`src/rtl/evt_irq_pkg.sv`:
```
package evt_irq_pkg;
  localparam int EVT_W = 8;
  localparam int SEL_W = 16;

  // pending bit positions decoded by host software
  localparam int B_AUTO  = 2;
  localparam int B_TICK  = 3;
  localparam int B_REPLY = 4;

  localparam logic [EVT_W-1:0] REPLY_FLAGS = EVT_W'((1 << B_REPLY) | (1 << B_AUTO));
  localparam logic [EVT_W-1:0] RST_MASK    = EVT_W'((1 << B_REPLY) | (1 << B_TICK));

  typedef enum logic [1:0] {
    OP_ACK      = 2'd0,
    OP_MASK     = 2'd1,
    OP_POLL_SET = 2'd2,
    OP_POLL_OFF = 2'd3
  } evt_op_e;
endpackage

```
`src/rtl/evt_period_timer.sv`:
```
module evt_period_timer #(
  parameter int unsigned PERIOD = 1000
) (
  input  logic clk,
  input  logic rst,
  input  logic en,
  input  logic restart,
  output logic fire
);
  localparam int CW = (PERIOD > 1) ? $clog2(PERIOD) : 1;
  localparam logic [CW-1:0] LAST = CW'(PERIOD - 1);

  logic [CW-1:0] cnt;

  always_ff @(posedge clk) begin
    if (rst || restart) begin
      cnt  <= '0;
      fire <= 1'b0;
    end else if (en) begin
      if (cnt == LAST) begin
        cnt  <= '0;
        fire <= 1'b1;
      end else begin
        cnt  <= cnt + 1'b1;
        fire <= 1'b0;
      end
    end else begin
      fire <= 1'b0;
    end
  end
endmodule

```
`src/rtl/evt_poll_ctrl.sv`:
```
module evt_poll_ctrl
  import evt_irq_pkg::*;
#(
  parameter int unsigned POLL_CYC = 30000
) (
  input  logic             clk,
  input  logic             rst,
  input  logic             sel_go,
  input  logic             off_go,
  input  logic [SEL_W-1:0] sel_val,
  output logic [SEL_W-1:0] poll_sel,
  output logic             poll_req
);
  logic [SEL_W-1:0] sel_nx;
  logic             restart;

  always_comb begin
    sel_nx = poll_sel;
    if (sel_go)      sel_nx = sel_val;
    else if (off_go) sel_nx = '0;
    restart = (sel_go || off_go) && (sel_nx != poll_sel);
  end

  always_ff @(posedge clk) begin
    if (rst) poll_sel <= '0;
    else     poll_sel <= sel_nx;
  end

  evt_period_timer #(.PERIOD(POLL_CYC)) u_poll_tmr (
    .clk     (clk),
    .rst     (rst),
    .en      (poll_sel != '0),
    .restart (restart),
    .fire    (poll_req)
  );
endmodule

```
`src/rtl/evt_pending_core.sv`:
```
module evt_pending_core
  import evt_irq_pkg::*;
#(
  parameter int LEN_W = 8
) (
  input  logic             clk,
  input  logic             rst,
  input  logic             ack_go,
  input  logic             mask_go,
  input  logic [EVT_W-1:0] mask_val,
  input  logic [EVT_W-1:0] evt_set,
  input  logic             tick,
  input  logic             dev_rdy,
  input  logic [LEN_W-1:0] dev_len,
  input  logic             pol_vld,
  input  logic [LEN_W-1:0] pol_len,
  output logic [EVT_W-1:0] pend,
  output logic [EVT_W-1:0] mask,
  output logic             irq_n,
  output logic             rsp_valid,
  output logic [EVT_W-1:0] rsp_flags,
  output logic [LEN_W:0]   rsp_len
);
  logic [LEN_W-1:0] rlen, rlen_nx;
  logic [EVT_W-1:0] clr, setv, pend_nx, mask_nx;
  logic             reply_pend, poll_hit;

  assign reply_pend = pend[B_REPLY];
  assign poll_hit   = pol_vld && (pol_len != '0) && !reply_pend && !dev_rdy;

  always_comb begin
    clr = '0;
    if (ack_go) clr = reply_pend ? REPLY_FLAGS : '1;
    setv = evt_set;
    if (tick)     setv[B_TICK]  = 1'b1;
    if (dev_rdy)  setv[B_REPLY] = 1'b1;
    if (poll_hit) setv = setv | REPLY_FLAGS;
    mask_nx = mask_go ? mask_val : mask;
    rlen_nx = rlen;
    if (ack_go && reply_pend) rlen_nx = '0;
    if (dev_rdy)       rlen_nx = dev_len;
    else if (poll_hit) rlen_nx = pol_len;
  end

  // sticky cells: a new event outranks a clear in the same cycle
  for (genvar i = 0; i < EVT_W; i++) begin : g_cell
    assign pend_nx[i] = (pend[i] && !clr[i]) || setv[i];
  end

  always_ff @(posedge clk) begin
    if (rst) begin
      pend      <= '0;
      mask      <= RST_MASK;
      rlen      <= '0;
      irq_n     <= 1'b1;
      rsp_valid <= 1'b0;
      rsp_flags <= '0;
      rsp_len   <= '0;
    end else begin
      pend      <= pend_nx;
      mask      <= mask_nx;
      rlen      <= rlen_nx;
      irq_n     <= ~|(pend_nx & mask_nx);
      rsp_valid <= ack_go;
      if (ack_go) begin
        rsp_flags <= reply_pend ? (pend & REPLY_FLAGS) : pend;
        rsp_len   <= reply_pend ? ({1'b0, rlen} + 1'b1) : (LEN_W+1)'(1);
      end
    end
  end
endmodule

```
`src/rtl/evt_irq_ctrl.sv`:
```
module evt_irq_ctrl
  import evt_irq_pkg::*;
#(
  parameter int CLK_PER_MS = 250000,
  parameter int TICK_MS    = 1000,
  parameter int POLL_MS    = 30,
  parameter int LEN_W      = 8,
  parameter int ARGC_W     = 3
) (
  input  logic              clk,
  input  logic              rst,
  input  logic              cmd_valid,
  input  logic [1:0]        cmd_op,
  input  logic [ARGC_W-1:0] cmd_argc,
  input  logic [15:0]       cmd_arg,
  input  logic [7:0]        evt_set,
  input  logic              dev_rdy,
  input  logic [LEN_W-1:0]  dev_len,
  input  logic              pol_vld,
  input  logic [LEN_W-1:0]  pol_len,
  output logic              irq_n,
  output logic              rsp_valid,
  output logic [7:0]        rsp_flags,
  output logic [LEN_W:0]    rsp_len,
  output logic              poll_req,
  output logic [15:0]       poll_sel
);
  localparam int unsigned TICK_CYC = CLK_PER_MS * TICK_MS;
  localparam int unsigned POLL_CYC = CLK_PER_MS * POLL_MS;

  evt_op_e          op;
  logic             ack_go, mask_go, sel_go, off_go, tick;
  logic [EVT_W-1:0] pend, mask;

  assign op      = evt_op_e'(cmd_op);
  assign ack_go  = cmd_valid && (op == OP_ACK)      && (cmd_argc == ARGC_W'(0));
  assign mask_go = cmd_valid && (op == OP_MASK)     && (cmd_argc == ARGC_W'(1));
  assign sel_go  = cmd_valid && (op == OP_POLL_SET) && (cmd_argc == ARGC_W'(2));
  assign off_go  = cmd_valid && (op == OP_POLL_OFF) && (cmd_argc == ARGC_W'(0));

  evt_period_timer #(.PERIOD(TICK_CYC)) u_tick_tmr (
    .clk     (clk),
    .rst     (rst),
    .en      (1'b1),
    .restart (1'b0),
    .fire    (tick)
  );

  evt_poll_ctrl #(.POLL_CYC(POLL_CYC)) u_poll (
    .clk      (clk),
    .rst      (rst),
    .sel_go   (sel_go),
    .off_go   (off_go),
    .sel_val  (cmd_arg),
    .poll_sel (poll_sel),
    .poll_req (poll_req)
  );

  evt_pending_core #(.LEN_W(LEN_W)) u_core (
    .clk       (clk),
    .rst       (rst),
    .ack_go    (ack_go),
    .mask_go   (mask_go),
    .mask_val  (cmd_arg[7:0]),
    .evt_set   (evt_set),
    .tick      (tick),
    .dev_rdy   (dev_rdy),
    .dev_len   (dev_len),
    .pol_vld   (pol_vld),
    .pol_len   (pol_len),
    .pend      (pend),
    .mask      (mask),
    .irq_n     (irq_n),
    .rsp_valid (rsp_valid),
    .rsp_flags (rsp_flags),
    .rsp_len   (rsp_len)
  );
endmodule

```
`config.mk`:
```
export PLATFORM = sky130hd
export DESIGN_NAME = evt_irq_ctrl
export DESIGN_NICKNAME = d
export VERILOG_FILES = /design/src/rtl/evt_irq_pkg.sv /design/src/rtl/evt_period_timer.sv /design/src/rtl/evt_poll_ctrl.sv /design/src/rtl/evt_pending_core.sv /design/src/rtl/evt_irq_ctrl.sv
export SDC_FILE = /design/constraint.sdc
export NUM_CORES = 1
export LEC_CHECK = 0
export BUFFER_PORTS_ARGS = -buffer_cell sky130_fd_sc_hd__clkbuf_2
export CORE_ASPECT_RATIO = 1.4
export CORE_MARGIN = 1.5
export CORE_UTILIZATION = 45
export DETAILED_ROUTE_END_ITERATION = 8
export GPL_ROUTABILITY_DRIVEN = 1
export PLACE_DENSITY = 0.66
export SLEW_MARGIN = 10
export SYNTH_ARGS = -nofsm -noshare
export SYNTH_HDL_FRONTEND = slang
export SYNTH_SLANG_ARGS = --single-unit
```
`constraint.sdc`:
```
create_clock -name clk -period 5.8 [get_ports clk]
set_clock_uncertainty 0.15 [all_clocks]
set_input_delay 0.58 -clock clk [delete_from_list [all_inputs] [get_ports clk]]
set_output_delay 0.58 -clock clk [all_outputs]
set_load 0.01 [all_outputs]
```
==> results by group <==
Yosys
  – Area contributors post-synth: dfxtp_1, nor2_1, xor2_1
  – Synth Area in XOR/XNOR: 0.08970
  – Synth area leader: dfxtp_1
  – Mapped Cells: 580
  – Number of synthesized flops with an enable pin: 0
  – Post-Synth Adder-Cell Area: 0.007253
  – Top-count cell post-synth: dfxtp_1
  – Synth Area in Simple Gates: 0.2950
  – Dominant combinational cell family by area after synthesis: simple AND/OR/NAND/NOR gates
  – Seq/Total Area, Yosys: 0.4333
  – Top post-synthesis cells by count: dfxtp_1, nor2_1, nand2_1
  – Syn nets: 633
  – Asr flop ratio synth: 0
  – Yosys warns: 0
  – Top FF cell, synth: dfxtp_1
  – Netlist Area Pre-Place: 5175 sq um
  – Distinct cells, synth: 53
  – Post-synthesis compound-gate area fraction: 0.1240
  – Multiplexer share of the synthesized area: 0.01547
  – Area fraction of the dominant cell type after synthesis: 0.4333
  – Yosys reg bits: 112
  – Avg Cell Area, Syn: between 8 and 9 sq um

Setup path
  – Worst-case reg-to-reg path depth: 6
  – CP Class: in2reg
  – CP max FO: 13
  – Crit path launch type: primary input
  – CP Capture Type: flop
  – Worst endpoint required time: 5.89 ns
  – CP arrival: 3.28 ns

CTS
  – Resized cells post-CTS: 0
  – CTS H-tree depth: 3
  – Postcts setup bufs: 0
  – Clk pin slew, worst setup/hold paths: 0.07 ns
  – Clock Sinks: 112
  – Root buffer cell: clkbuf_16
  – TritonCTS buffer count: 9
  – CTS hold repair buffers: 0
  – Clock Latency Late Sink: ~0.34 ns
  – CTS tree: built
  – Clock Path Buffers: 2

STA
  – Crit path time final: around 3.2 ns
  – Max-slew violation count: 0
  – Fin crit share: 0.5509
  – Unrepaired setup endpoints after global routing: no
  – Worst slew pin tran: 0.9969 ns
  – Fin Hold WS: 0.3032 ns
  – Slew margin rel.: 0.3293
  – # setup viols final: 0
  – Hold Fails Final Rpt: 0
  – Setup_tns: 0 ns
  – Fmax: ~310 MHz

Power
  – Sw frac: 0.2402
  – NetSw: 0.0003513 W
  – Static Leak: about 2.3 nW
  – Combinational share of power: 0.062
  – Maximum VDD drop: about 180 uV
  – Power Internal: about 0.0011 W
  – Flop pwr share: 0.542
  – Clock power frac: 0.396
  – Pwr/cell area: 246.5 nW/um^2

Global route
  – Vias in the first global route: 4,210
  – Initial antenna violation count: 0
  – GRT Residual Overflow: 0
  – Overall global routing resource usage: 0.2053
  – Largest net degree at the start of global routing: 45
  – Global-route wire length before repair: 20,000 microns

Routing
  – Initial DRC Count: ~160
  – Total Wirelength: 12,040 microns
  – Post-route ant nets: 0
  – Met3 wire length: between 500 and 600 microns
  – Drt first pass iters: 5
  – DR vias/cell: 5.429
  – Met2 wire len: 6041 microns
  – DRC: 0
  – Routed via count: 4,338
  – Wire per inst: 15.07 microns
  – DR top layer: met4
  – DRT met1 WL: 5268 microns

Worst hold path
  – Worst Hold Path Cells: 1
  – Worst Hold Class: reg2reg

Final layout
  – Fill cells: 1,100
  – Final #Nets: 703
  – Final instance area: 5933 sq um
  – Synthesis-to-layout area growth: 14.65%
  – Fin util: 0.5260
  – ANT cells: 0
  – Layout cells sized above 1: 0.2061

Floorplanning
  – Die Span X: 93.63 microns
  – Starting Density: 0.4587
  – Core region area: 11,280 sq um
  – Total Die Area: 12,160 sq um
  – Row count: 46
  – Die Y: 129.9 microns
  – Ports: between 80 and 90

Placed design
  – Placement-stage cell area: 5654 sq um
  – HPWL after detailed placement: 8835 microns
  – Placer Congestion: 0.8483
  – I/O Buffers: 85

Run
  – Total of max-cap violations: 0

Outcome
  – Status: completed
==> registers in the layout, summed over array words and instances (netlist names) <==
| name | cells |
|---|---|
| u_core.irq_n | 1 |
| u_core.mask | 8 |
| u_core.pend | 8 |
| u_core.rlen | 8 |
| u_core.rsp_flags | 8 |
| u_core.rsp_len | 9 |
| u_core.rsp_valid | 1 |
| u_poll.poll_sel | 16 |
| u_poll.u_poll_tmr.cnt | 23 |
| u_poll.u_poll_tmr.fire | 1 |
| u_tick_tmr.cnt | 28 |
| u_tick_tmr.fire | 1 |
==> layer usage <==
| layer | up-vias | track usage |
|---|---|---|
| li1 | 2195 | - |
| met5 | - | 0 |
| met2 | 103 | 0.3500 |
| met1 | 2032 | 0.2476 |
| met3 | 8 | 0.05245 |
| met4 | 0 | 0.07902 |
==> power groups by stage <==
| stage | clock (W) | combinational, W | sequential (W) |
|---|---|---|---|
| 2_1_floorplan | 0 | 0.0000548 | 0.000807 |
| 3_3_place_gp | 0 | 0.0000880 | 0.000810 |
| 3_5_place_dp | 0 | 0.0000898 | 0.000810 |
| 4_1_cts | 0.000592 | 0.0000903 | 0.000792 |
| 5_1_grt | 0.000628 | 0.000100 | 0.000794 |
| 6_report | 0.000580 | 0.0000902 | 0.000792 |
==> worst max-delay path, cell delays in order <==
cell and delay [ns]:
clkbuf_2 0.10, or4b_1 0.76, nor3_2 0.70, nand2b_1 0.30
a211oi_1 0.39, o22ai_1 0.12, o41ai_1 0.33
==> cell type report <==
class	count	area, sq um	area share
sequential	112	2242	0.3779
clock buffer	9	225.2	0.03796
multi-input combinational	428	2750	0.4635
inverter	13	48.80	0.008224
timing repair buffer	86	432.9	0.07296
clock inverter	7	53.80	0.009068
tap	144	180.2	0.03037
==> logic make-up (layout without fill, tap and decap cells) <==
kind of cell,after synthesis,in the layout
AO/OA/AOI/OAI,81,81
XOR/XNOR,53,53
adder cells (fa/ha/maj),3,3
buffers and inverters,40,115
flip-flops,112,112
multiplexers,8,8
AND/OR/NAND/NOR,283,283
==> worst paths after layout <==
kind	endpoint	slack, ns	start
hold reg to reg	u_tick_tmr.cnt[0]	0.30	u_tick_tmr.cnt[0]
setup reg to reg	u_poll.u_poll_tmr.cnt[17]	3.25	u_poll.poll_sel[2]
setup / recovery	u_core.irq_n	2.60	cmd_op[0]
hold / removal	u_tick_tmr.cnt[0]	0.30	u_tick_tmr.cnt[0]
==> through the flow <==
step	total power [W]	std cells	setup slack (ns)
3_3_place_gp	0.0008979	783	2.403
2_1_floorplan	0.0008621	580	3.063
3_5_place_dp	0.0009001	783	2.263
4_1_cts	0.001475	799	2.605
6_report	0.001462	799	2.605
5_1_grt	0.001523	799	2.341
==> layout by cell type, fill, tap and decap left out, drive strengths merged, types with 3 or more instances in the layout <==
| cell | instances |
|---|---|
| a2111oi | 3 |
| a21bo | 3 |
| a21boi | 5 |
| a21oi | 21 |
| a221oi | 9 |
| a22oi | 19 |
| and3 | 17 |
| and4 | 3 |
| clkbuf | 94 |
| clkinvlp | 3 |
| dfxtp | 112 |
| ha | 3 |
| inv | 15 |
| mux2i | 8 |
| nand2 | 51 |
| nand2b | 12 |
| nand3 | 19 |
| nand3b | 6 |
| nand4 | 18 |
| nor2 | 91 |
| nor2b | 5 |
| nor3 | 32 |
| nor4 | 14 |
| o2111a | 3 |
| o22ai | 4 |
| o31ai | 6 |
| or4 | 4 |
| xnor2 | 23 |
| xor2 | 30 |
Power figures use the tool's default switching activity.
